--- src/rtl/burst_seq_pkg.sv ---
package burst_seq_pkg;

  typedef enum logic {
    ORD_LINEAR     = 1'b0,
    ORD_INTERLEAVE = 1'b1
  } order_e;

endpackage

--- src/rtl/bseq_mode_hold.sv ---
module bseq_mode_hold
  import burst_seq_pkg::*;
(
  input  logic   clk,
  input  logic   rst_n,
  input  logic   mode_i,
  output order_e order_o
);

  order_e order_q;

  // captured only while reset is held; frozen afterwards
  always_ff @(posedge clk) begin
    if (!rst_n) begin
      order_q <= order_e'(mode_i);
    end
  end

  assign order_o = order_q;

endmodule

--- src/rtl/bseq_beat_ctr.sv ---
module bseq_beat_ctr #(
  parameter int CNT_W = 2
) (
  input  logic             clk,
  input  logic             rst_n,
  input  logic             load_evt,
  input  logic             step_evt,
  output logic [CNT_W-1:0] idx_o,
  output logic             wrap_o
);

  localparam logic [CNT_W-1:0] LAST_BEAT = {CNT_W{1'b1}};

  function automatic logic [CNT_W-1:0] next_beat(input logic [CNT_W-1:0] cur);
    return CNT_W'(cur + 1'b1);
  endfunction

  logic [CNT_W-1:0] idx_q;

  always_ff @(posedge clk) begin
    if (!rst_n) begin
      idx_q <= '0;
    end else if (load_evt) begin
      idx_q <= '0;
    end else if (step_evt) begin
      idx_q <= next_beat(idx_q);
    end
  end

  assign idx_o  = idx_q;
  assign wrap_o = step_evt && (idx_q == LAST_BEAT);

endmodule

--- src/rtl/bseq_base_reg.sv ---
module bseq_base_reg #(
  parameter int ADDR_W = 17,
  parameter int CNT_W  = 2
) (
  input  logic                    clk,
  input  logic                    rst_n,
  input  logic                    load_evt,
  input  logic [ADDR_W-1:0]       addr_i,
  output logic [CNT_W-1:0]        base_o,
  output logic [ADDR_W-CNT_W-1:0] upper_o
);

  localparam int UP_W = ADDR_W - CNT_W;

  logic [CNT_W-1:0] base_q;
  logic [UP_W-1:0]  upper_q;

  always_ff @(posedge clk) begin
    if (!rst_n) begin
      base_q  <= '0;
      upper_q <= '0;
    end else if (load_evt) begin
      base_q  <= addr_i[CNT_W-1:0];
      upper_q <= addr_i[ADDR_W-1:CNT_W];
    end
  end

  assign base_o  = base_q;
  assign upper_o = upper_q;

endmodule

--- src/rtl/bseq_addr_form.sv ---
module bseq_addr_form
  import burst_seq_pkg::*;
#(
  parameter int CNT_W = 2
) (
  input  logic [CNT_W-1:0] base_i,
  input  logic [CNT_W-1:0] idx_i,
  input  order_e           order_i,
  output logic [CNT_W-1:0] lo_o
);

  function automatic logic [CNT_W-1:0] lin_beat(input logic [CNT_W-1:0] b,
                                                input logic [CNT_W-1:0] n);
    return CNT_W'(b + n);
  endfunction

  function automatic logic [CNT_W-1:0] ilv_beat(input logic [CNT_W-1:0] b,
                                                input logic [CNT_W-1:0] n);
    return b ^ n;
  endfunction

  always_comb begin
    if (order_i == ORD_INTERLEAVE) begin
      lo_o = ilv_beat(base_i, idx_i);
    end else begin
      lo_o = lin_beat(base_i, idx_i);
    end
  end

endmodule

--- src/rtl/burst_addr_seq.sv ---
module burst_addr_seq
  import burst_seq_pkg::*;
#(
  parameter int ADDR_W = 17,
  parameter int CNT_W  = 2
) (
  input  logic                    clk,
  input  logic                    rst_n,
  input  logic                    mode_i,
  input  logic                    load_i,
  input  logic [ADDR_W-1:0]       addr_i,
  input  logic                    adv_n_i,
  output logic [CNT_W-1:0]        burst_lo_o,
  output logic [ADDR_W-CNT_W-1:0] upper_o
);

  localparam int UP_W = ADDR_W - CNT_W;

  // named events, used by the bound checker
  logic             load_evt;
  logic             step_evt;
  logic             hold_evt;
  logic             wrap_evt;
  logic [CNT_W-1:0] beat_idx;
  logic [CNT_W-1:0] base_q;
  logic [UP_W-1:0]  upper_q;
  order_e           order_q;

  assign load_evt = load_i;
  assign step_evt = !load_i && !adv_n_i;   // load wins over advance
  assign hold_evt = !load_i && adv_n_i;

  bseq_mode_hold u_mode (
    .clk     (clk),
    .rst_n   (rst_n),
    .mode_i  (mode_i),
    .order_o (order_q)
  );

  bseq_beat_ctr #(.CNT_W(CNT_W)) u_ctr (
    .clk      (clk),
    .rst_n    (rst_n),
    .load_evt (load_evt),
    .step_evt (step_evt),
    .idx_o    (beat_idx),
    .wrap_o   (wrap_evt)
  );

  bseq_base_reg #(.ADDR_W(ADDR_W), .CNT_W(CNT_W)) u_base (
    .clk      (clk),
    .rst_n    (rst_n),
    .load_evt (load_evt),
    .addr_i   (addr_i),
    .base_o   (base_q),
    .upper_o  (upper_q)
  );

  bseq_addr_form #(.CNT_W(CNT_W)) u_form (
    .base_i  (base_q),
    .idx_i   (beat_idx),
    .order_i (order_q),
    .lo_o    (burst_lo_o)
  );

  assign upper_o = upper_q;

endmodule

--- config.mk ---
export PLATFORM = sky130hd
export DESIGN_NAME = burst_addr_seq
export DESIGN_NICKNAME = d
export VERILOG_FILES = /design/src/rtl/burst_seq_pkg.sv /design/src/rtl/bseq_mode_hold.sv /design/src/rtl/bseq_beat_ctr.sv /design/src/rtl/bseq_base_reg.sv /design/src/rtl/bseq_addr_form.sv /design/src/rtl/burst_addr_seq.sv
export SDC_FILE = /design/constraint.sdc
export NUM_CORES = 1
export LEC_CHECK = 0
export BUFFER_PORTS_ARGS = -buffer_cell sky130_fd_sc_hd__buf_2
export CORE_MARGIN = 5
export CORE_UTILIZATION = 43
export DETAILED_ROUTE_END_ITERATION = 10
export PLACE_DENSITY_LB_ADDON = 0.15
export SETUP_SLACK_MARGIN = 0.5
export SYNTH_ARGS = -nofsm -noshare
export SYNTH_HDL_FRONTEND = slang
export SYNTH_SLANG_ARGS = --single-unit
--- constraint.sdc ---
create_clock -name clk -period 0.9 [get_ports clk]
set_input_delay 0.045 -clock clk [delete_from_list [all_inputs] [get_ports clk]]
set_output_delay 0.045 -clock clk [all_outputs]
set_load 0.01 [all_outputs]
==> summary.txt, run 1 <==
RSZ-0062 raised after global routing = true
Slew Limit Fails = 0
DR WL met3 = 111 um
vias per std cell = 4.46
H-tree depth = 1
Clock transition at path regs = 0.11 ns
fin crit share = 137%
WHS = -0.0740 ns
Final Non-Filler Cells = 134
initial antenna violation count = 0
Mapped Cells = 68
ANT nets after route = 0
count leader, synth = dfxtp_1
RR Endpoint = u_ctr.idx_o[1]
Num CTS Buffers = 3
Synth area leaders = dfxtp_1 50%, mux2i_1 22%, nor2_1 8.9%, edfxtp_1 3.9%, xnor2_1 3.4%
worst hold start = mode_i
status = finished, violations left
register area share after synthesis = 53.8%
worst-margin pin slew = 0.248 ns
Nets = 133
CP startpoint = u_ctr.idx_o[0]
Pleak = 0.000569 uW
Stages on worst setup path = 4
Residual DRC = 0
gpl congestion = 0.672
Setup Viol. Count Final = 2
GRT Util Overall = 13.4%
Synth Register Bits = 20
Max Freq = 813 MHz
number of synthesized flops with an enable pin = 1
WP data arrival = 1.19 ns
IO Port Bufs = 38
Setup crit end = burst_lo_o[1]
CTS tree = built
CP delay by family, top = flip-flops
CP peak stage delay = 0.35 ns
Critical Path Fanout Max = 3
Worst path slowest cell = dfxtp_2
P per Cell Area = 1530 nW/um2
Hold Path Class = input pin to flop
Cells after DPL = 130
reg2reg start = u_ctr.idx_o[0]
worst r2r path cells = 3
Ports = 39
post-CTS setup buffers = 0
row count = 15
CTS max path bufs = 2
Die X = 52.1 um
total die area = 2720 um2
Synth Flop Type = dfxtp_1
syn_nets = 91
share of cells above drive strength 1 = 62.4%
area growth from synthesis to layout = 54.6%
Syn. warnings = 0
Synth cell types = 14
crit end category = primary output
Final Hold Vio Count = 12
clk root buf = clkbuf_4
first-pass GRT wire length = 2720 um
grt ovf = 0
violated checks = negative hold slack, negative setup slack
CTS Sinks = 20
Pre-antenna DRT Iters = 2
via count = 597
post-layout minimum cycle time = 1.23 ns
antenna diode count = 0
max layer used = met3
top cells by count, synth = 19 x dfxtp_1, 18 x nor2_1, 17 x mux2i_1, 3 x xnor2_1, 2 x nor2b_1
Initial Utilization = 44.7%
WL/cell = 11.8 um
DIE HEIGHT = 52.1 um
met2 wire len = 876 um
clk_lat worst skew = 0.29 ns
Post-synth ARST share = 0%
vias in the first global route = 632
number of buffer and inverter stages on the critical path = 1
slew margin rel. = 83.4%
DRT iter0 DRCs = 2
post-route setup TNS = -0.465 ns
area share of the largest cell type after synthesis = 49.8%
setup ws final = -0.330 ns
clk_skew = 0.000245 ns
pin count of the biggest net entering global routing = 19
core area = 1710 um2
VDD IR-drop max = 1.14 mV
fillers = 156
Worst Setup Start Kind = flop
CP Class = flop to primary output
top cell type by total area after synthesis = dfxtp_1
CP cell instances = ha_4 -> nor2b_4 -> xnor2_2 -> buf_2
final wirelength = 1580 um
M1 wire length = 591 um
Synth Area per Inst = 11.2 um2
critical path required time = 0.85 ns
synthesized cell area = 763 um2
Reg2Reg Setup Slack = 0.06 ns
Max-Cap Viols = 0
[metrics by stage]
stage	power (uW)	area, um2	hold WS (ns)	utilization [%]	setup slack (ns)
floorplan	1160	836	0.144	-	0.0932
global placement	1260	1030	0.223	60.3	0.0171
detailed placement	1260	1030	0.224	60.3	-0.0153
CTS	1840	1180	-0.0868	69.0	-0.345
global route	1920	1180	-0.101	69.1	-0.396
finish	1810	1180	-0.0740	69.1	-0.330
[cell type report]
class                   instances  area, um2  area share [%]
clock buffers                   4       36.3            3.08
well taps                      25       31.3            2.65
repair buffers                 40        318            26.9
inverters                       1       20.0            1.70
flip-flops and latches         20        433            36.7
multi-input cells              44        342            29.0
[per-layer routing]
layer  vias to the layer above  GRT usage [%]
li1                        304              -
met1                       275           13.9
met2                        18           24.7
met3                         0           5.16
met4                         0           3.83
met5                         -              0
[layout by cell type (no fill, tap or decap)]
cell,count
clkbuf_8,1
buf_4,1
nor2_1,18
nor2b_4,1
mux2i_1,17
dfxtp_1,1
ha_4,1
inv_16,1
nor2b_1,1
nor3_2,1
and2b_2,1
nand2b_1,1
dfxtp_2,18
xnor2_1,2
buf_12,1
clkbuf_4,3
xnor2_2,1
edfxtp_1,1
buf_2,22
buf_6,16
[worst min path at each step]
stage                           endpoint  slack, ns  depth (start not counted)
after detailed placement  u_mode.order_o       0.22                          1
after CTS                 u_mode.order_o      -0.09                          1
final                     u_mode.order_o      -0.07                          1
after global placement    u_mode.order_o       0.22                          1
after global routing      u_mode.order_o      -0.10                          1
after floorplan           u_mode.order_o       0.14                          0
[state kept, by name, indices dropped and copies added, names as in the netlist]
register	flops
u_base.base_o	2
u_ctr.idx_o	2
u_mode.order_o	1
u_base.upper_o	15
[what timing repair did]
item                                   4_1_cts  5_1_grt
resized for setup                           26        1
setup endpoints to repair                   36       36
endpoints found under the hold margin       16        8
pin swaps                                    1        4
[power by group]
| part | total (uW) | internal (uW) | switching (uW) |
|---|---|---|---|
| Combinational | 316 | 188 | 128 |
| Sequential | 991 | 954 | 36.9 |
| Clock | 501 | 246 | 255 |
[logic make-up after synthesis]
group | after synthesis | share of synthesized area, %
muxes | 17 | 22.3
buffers and inverters | 4 | 5.24
xor gates and xnor gates | 3 | 3.44
and+or+nand+nor | 23 | 13.6
DFF | 20 | 53.8
adders and majority gates | 1 | 1.64
No activity file was read; power rests on OpenSTA's default activity.
==> run 2, diff against run 1 <==
--- a/config.mk
+++ b/config.mk
@@ -5,10 +5,10 @@
 export SDC_FILE = /design/constraint.sdc
 export NUM_CORES = 1
 export LEC_CHECK = 0
-export BUFFER_PORTS_ARGS = -buffer_cell sky130_fd_sc_hd__buf_2
 export CORE_MARGIN = 5
-export CORE_UTILIZATION = 43
+export CORE_UTILIZATION = 57
 export DETAILED_ROUTE_END_ITERATION = 10
+export DONT_BUFFER_PORTS = 1
 export PLACE_DENSITY_LB_ADDON = 0.15
 export SETUP_SLACK_MARGIN = 0.5
 export SYNTH_ARGS = -nofsm -noshare
==> run 2 against run 1 <==
  * Design area fell by 28%
  * The run still ends with negative hold slack, negative setup slack left
  * Register-to-register slack got worse by 0.03 ns
  * First-iteration DRC count did not move
  * Largest cell class unchanged
  * Cell count fell by 37%
  * Die area fell by 20%
  * Hold slack got worse by 0.084 ns
  * Count of clock-buffer cells in the layout did not move
  * Combinational power fell by 61%
  * Critical path depth fell by 1
  * Highest routed layer is now met4
==> summary.txt, run 2 (synthesized netlist as in run 1, its figures left out) <==
post-layout minimum cycle time = 1.12 ns
clk_lat worst skew = 0.28 ns
grt ovf = 0
via count = 439
Cells after DPL = 80
total die area = 2170 um2
vias in the first global route = 473
status = finished, violations left
Worst path slowest cell = dfxtp_2
fin crit share = 125%
area growth from synthesis to layout = 12.0%
pin count of the biggest net entering global routing = 19
gpl congestion = 0.652
crit end category = primary output
Worst Setup Start Kind = flop
Residual DRC = 0
WP data arrival = 1.08 ns
setup ws final = -0.224 ns
violated checks = negative hold slack, negative setup slack
Max-Cap Viols = 0
Final Hold Vio Count = 21
Ports = 39
VDD IR-drop max = 0.963 mV
GRT Util Overall = 13.8%
core area = 1280 um2
CP peak stage delay = 0.35 ns
Pleak = 0.000366 uW
Final Non-Filler Cells = 84
IO Port Bufs = 0
Die X = 46.6 um
fillers = 106
critical path required time = 0.85 ns
Nets = 93
Critical Path Fanout Max = 3
Max Freq = 890 MHz
CTS tree = built
Setup Viol. Count Final = 2
Hold Path Class = input pin to flop
worst-margin pin slew = 0.248 ns
share of cells above drive strength 1 = 40.6%
max reg flops = 15
WHS = -0.158 ns
WL/cell = 15.2 um
CP delay by family, top = flip-flops
slew margin rel. = 83.3%
commonest cells after routing, fill and taps aside = 18 x nor2_1, 17 x mux2i_1, 15 x dfxtp_2
ANT nets after route = 0
Num CTS Buffers = 3
Pre-antenna DRT Iters = 2
number of buffer and inverter stages on the critical path = 0
initial antenna violation count = 0
CTS max path bufs = 2
antenna diode count = 0
clk root buf = clkbuf_4
CTS Sinks = 20
Clock transition at path regs = 0.10 ns
Slew Limit Fails = 0
Initial Utilization = 59.4%
row count = 13
post-CTS setup buffers = 0
post-route setup TNS = -0.287 ns
RSZ-0062 raised after global routing = true
DRT iter0 DRCs = 2
CP cell instances = ha_4 -> nor2b_4 -> xnor2_2
dpl hpwl = 947 um
clk_skew = 0.0000449 ns
first-pass GRT wire length = 2080 um
final wirelength = 1280 um
CP Class = flop to primary output
H-tree depth = 1
DIE HEIGHT = 46.6 um
vias per std cell = 5.23
P per Cell Area = 1810 nW/um2
commonest non-fill, non-tap cell in the layout = nor2_1
run 2: changes by cell type in the layout (fill, tap and decap cells not counted), sizes merged:
cell / change
buf: -40
run 2: layout make-up:
cell class	instances	area, um2	area share [%]
flip-flops and latches	20	440	51.5
multi-input cells	44	349	40.8
clock buffers	4	26.3	3.07
inverters	1	20.0	2.34
well taps	15	18.8	2.20
run 2: final timing paths:
check                    from                to  slack [ns]  cells past startpoint
max            u_ctr.idx_o[0]     burst_lo_o[1]       -0.22                      3
min                    mode_i    u_mode.order_o       -0.16                      0
max reg2reg    u_ctr.idx_o[0]    u_ctr.idx_o[1]        0.03                      3
min reg2reg  u_base.base_o[1]  u_base.base_o[1]        0.50                      2
run 2: metal layers:
metal | up-vias | global-route usage [%] | wire length [um]
met2 | 20 | 19.8 | 623
met3 | 2 | 5.47 | 117
met5 | - | 0 | 0
met4 | 0 | 6.82 | 8
li1 | 224 | - | -
met1 | 193 | 17.7 | 528
run 2: metrics by stage:
step | total power, uW | setup WS (ns) | area (um2) | utilization, %
final | 1540 | -0.224 | 855 | 66.5
after floorplan | 1160 | 0.0932 | 836 | -
after global routing | 1630 | -0.276 | 855 | 66.5
after CTS | 1570 | -0.244 | 838 | 65.2
after global placement | 1140 | 0.0789 | 800 | 62.2
after detailed placement | 1150 | 0.0558 | 800 | 62.2
run 2: what timing repair did:
| action | 4_1_cts | 5_1_grt |
|---|---|---|
| endpoints found under the setup margin | 36 | 36 |
| pin swaps | 1 | 1 |
| endpoints found under the hold margin | 21 | 21 |
| gates resized for setup | 10 | 5 |
run 2: power by group:
part	total [uW]	internal (uW)	switching, uW
registers	1000	950	54.2
logic	124	73.3	50.9
clock network	415	172	243
total	1540	1200	348
==> run 3, diff against run 2 <==
--- a/config.mk
+++ b/config.mk
@@ -9,7 +9,7 @@
 export CORE_UTILIZATION = 57
 export DETAILED_ROUTE_END_ITERATION = 10
 export DONT_BUFFER_PORTS = 1
-export PLACE_DENSITY_LB_ADDON = 0.15
+export PLACE_DENSITY_LB_ADDON = 0.05
 export SETUP_SLACK_MARGIN = 0.5
 export SYNTH_ARGS = -nofsm -noshare
 export SYNTH_HDL_FRONTEND = slang
==> run 3 against run 2 <==
  * The run still ends with negative hold slack, negative setup slack left
  * Hold slack gained 0.0079 ns
  * Register-to-register slack got worse by 0.07 ns
  * First-iteration DRC count down 100%
  * Clock skew about the same
  * Sequential power about the same
  * Critical path type unchanged
  * Critical endpoint unchanged
  * Largest cell class unchanged
  * Highest routed layer unchanged
==> summary.txt, run 3 (synthesized netlist as in run 1, its figures left out) <==
WHS = -0.150 ns
commonest non-fill, non-tap cell in the layout = nor2_1
share of cells above drive strength 1 = 40.0%
Slew Limit Fails = 0
Max Freq = 898 MHz
max reg flops = 15
ANT nets after route = 0
Initial Utilization = 59.4%
final wirelength = 1200 um
post-layout minimum cycle time = 1.11 ns
core area = 1280 um2
WP data arrival = 1.07 ns
vias per std cell = 5.09
worst-margin pin slew = 0.250 ns
final total power = 1620 uW
Max-Cap Viols = 0
violated checks = negative hold slack, negative setup slack
pin count of the biggest net entering global routing = 19
gpl congestion = 0.658
Worst Setup Start Kind = flop
area growth from synthesis to layout = 12.5%
commonest cells after routing, fill and taps aside = 18 x nor2_1, 17 x mux2i_1, 17 x dfxtp_2
worst hold start = mode_i
H-tree depth = 1
slew margin rel. = 83.2%
RR Endpoint = u_ctr.idx_o[1]
Critical Path Fanout Max = 2
CTS tree = built
fin area = 858 um2
hold endpoint = u_mode.order_o
Nets = 94
Num CTS Buffers = 3
P per Cell Area = 1890 nW/um2
clk root buf = clkbuf_4
Reg2Reg Setup Slack = -0.04 ns
DRT iter0 DRCs = 0
status = finished, violations left
VDD IR-drop max = 1.01 mV
Post-Place Setup Slack = 0.0665 ns
Die X = 46.6 um
initial antenna violation count = 0
placed instance area = 800 um2
worst r2r path cells = 4
row count = 13
Setup Viol. Count Final = 3
Final Hold Vio Count = 21
CTS Sinks = 20
via count = 433
fin crit share = 124%
dpl hpwl = 910 um
WL/cell = 14.1 um
DIE HEIGHT = 46.6 um
clk_skew = 0.0000396 ns
Clock transition at path regs = 0.10 ns
clk_lat worst skew = 0.28 ns
CP Class = flop to primary output
Pleak = 0.000374 uW
Hold Path Stages = 0
critical path required time = 0.85 ns
IO Port Bufs = 0
Ports = 39
M1 wire length = 481 um
grt ovf = 0
DR WL met3 = 102 um
Hold Path Class = input pin to flop
first-pass GRT wire length = 1960 um
vias in the first global route = 475
antenna diode count = 0
GRT Util Overall = 12.8%
CTS max path bufs = 2
post-route setup TNS = -0.301 ns
RSZ-0062 raised after global routing = true
total die area = 2170 um2
setup ws final = -0.214 ns
crit end category = primary output
reg2reg start = u_ctr.idx_o[0]
Pre-antenna DRT Iters = 1
Residual DRC = 0
max layer used = met4
met2 wire len = 607 um
[run 3: cell count changes in the layout (fill, tap and decap cells not counted)]
cell      delta
xnor2_1      +1
and2b_1      +1
xnor2_2      -1
dfxtp_4      -2
clkbuf_8     +1
and2b_2      -1
buf_4        +1
clkbuf_1     -1
dfxtp_2      +2
[run 3: what timing repair did]
action	CTS	global route
hold endpoints to repair	21	21
setup endpoints to repair	36	36
gates cloned	0	0
buffers inserted	0	1
resized for setup	10	1
pin swaps	1	5
[run 3: layout make-up]
type                    count  area (um2)
multi-input cells          44         340
inverters                   1        20.0
well taps                  15        18.8
repair buffers              1        7.51
flip-flops and latches     20         435
fillers                   112         427
clock buffers               4        36.3
[run 3: worst max-delay path, stage by stage (launching register included)]
cell and delay [ns]:
dfxtp_2 0.35, ha_4 0.15, nor2b_4 0.12, xnor2_2 0.17
[run 3: worst max-delay path by stage]
stage                     startpoint             to  slack [ns]  depth (start not counted)
floorplan             u_ctr.idx_o[0]  burst_lo_o[1]        0.09                          3
global placement      u_ctr.idx_o[0]  burst_lo_o[1]        0.08                          3
detailed placement    u_ctr.idx_o[0]  burst_lo_o[1]        0.07                          3
CTS                   u_ctr.idx_o[0]  burst_lo_o[1]       -0.24                          3
global route          u_ctr.idx_o[0]  burst_lo_o[1]       -0.28                          3
finish              u_base.base_o[0]  burst_lo_o[1]       -0.21                          3
[run 3: power by group]
group	total, uW	switching (uW)	internal (uW)
clock network	490	244	246
registers	1010	53.0	953
logic	123	49.5	73.9
[run 3: per-layer routing]
| metal | vias up | global-route usage [%] |
|---|---|---|
| li1 | 226 | - |
| met1 | 188 | 15.4 |
| met2 | 17 | 20.1 |
| met3 | 2 | 3.91 |
| met4 | 0 | 6.82 |
| met5 | - | 0 |
[run 3: stage by stage]
stage	cells	hold WS (ns)	util (%)
after global routing	85	-0.179	66.8
after CTS	84	-0.164	66.0
after global placement	80	0.144	62.2
after floorplan	68	0.144	-
after detailed placement	80	0.144	62.2
final	85	-0.150	66.8
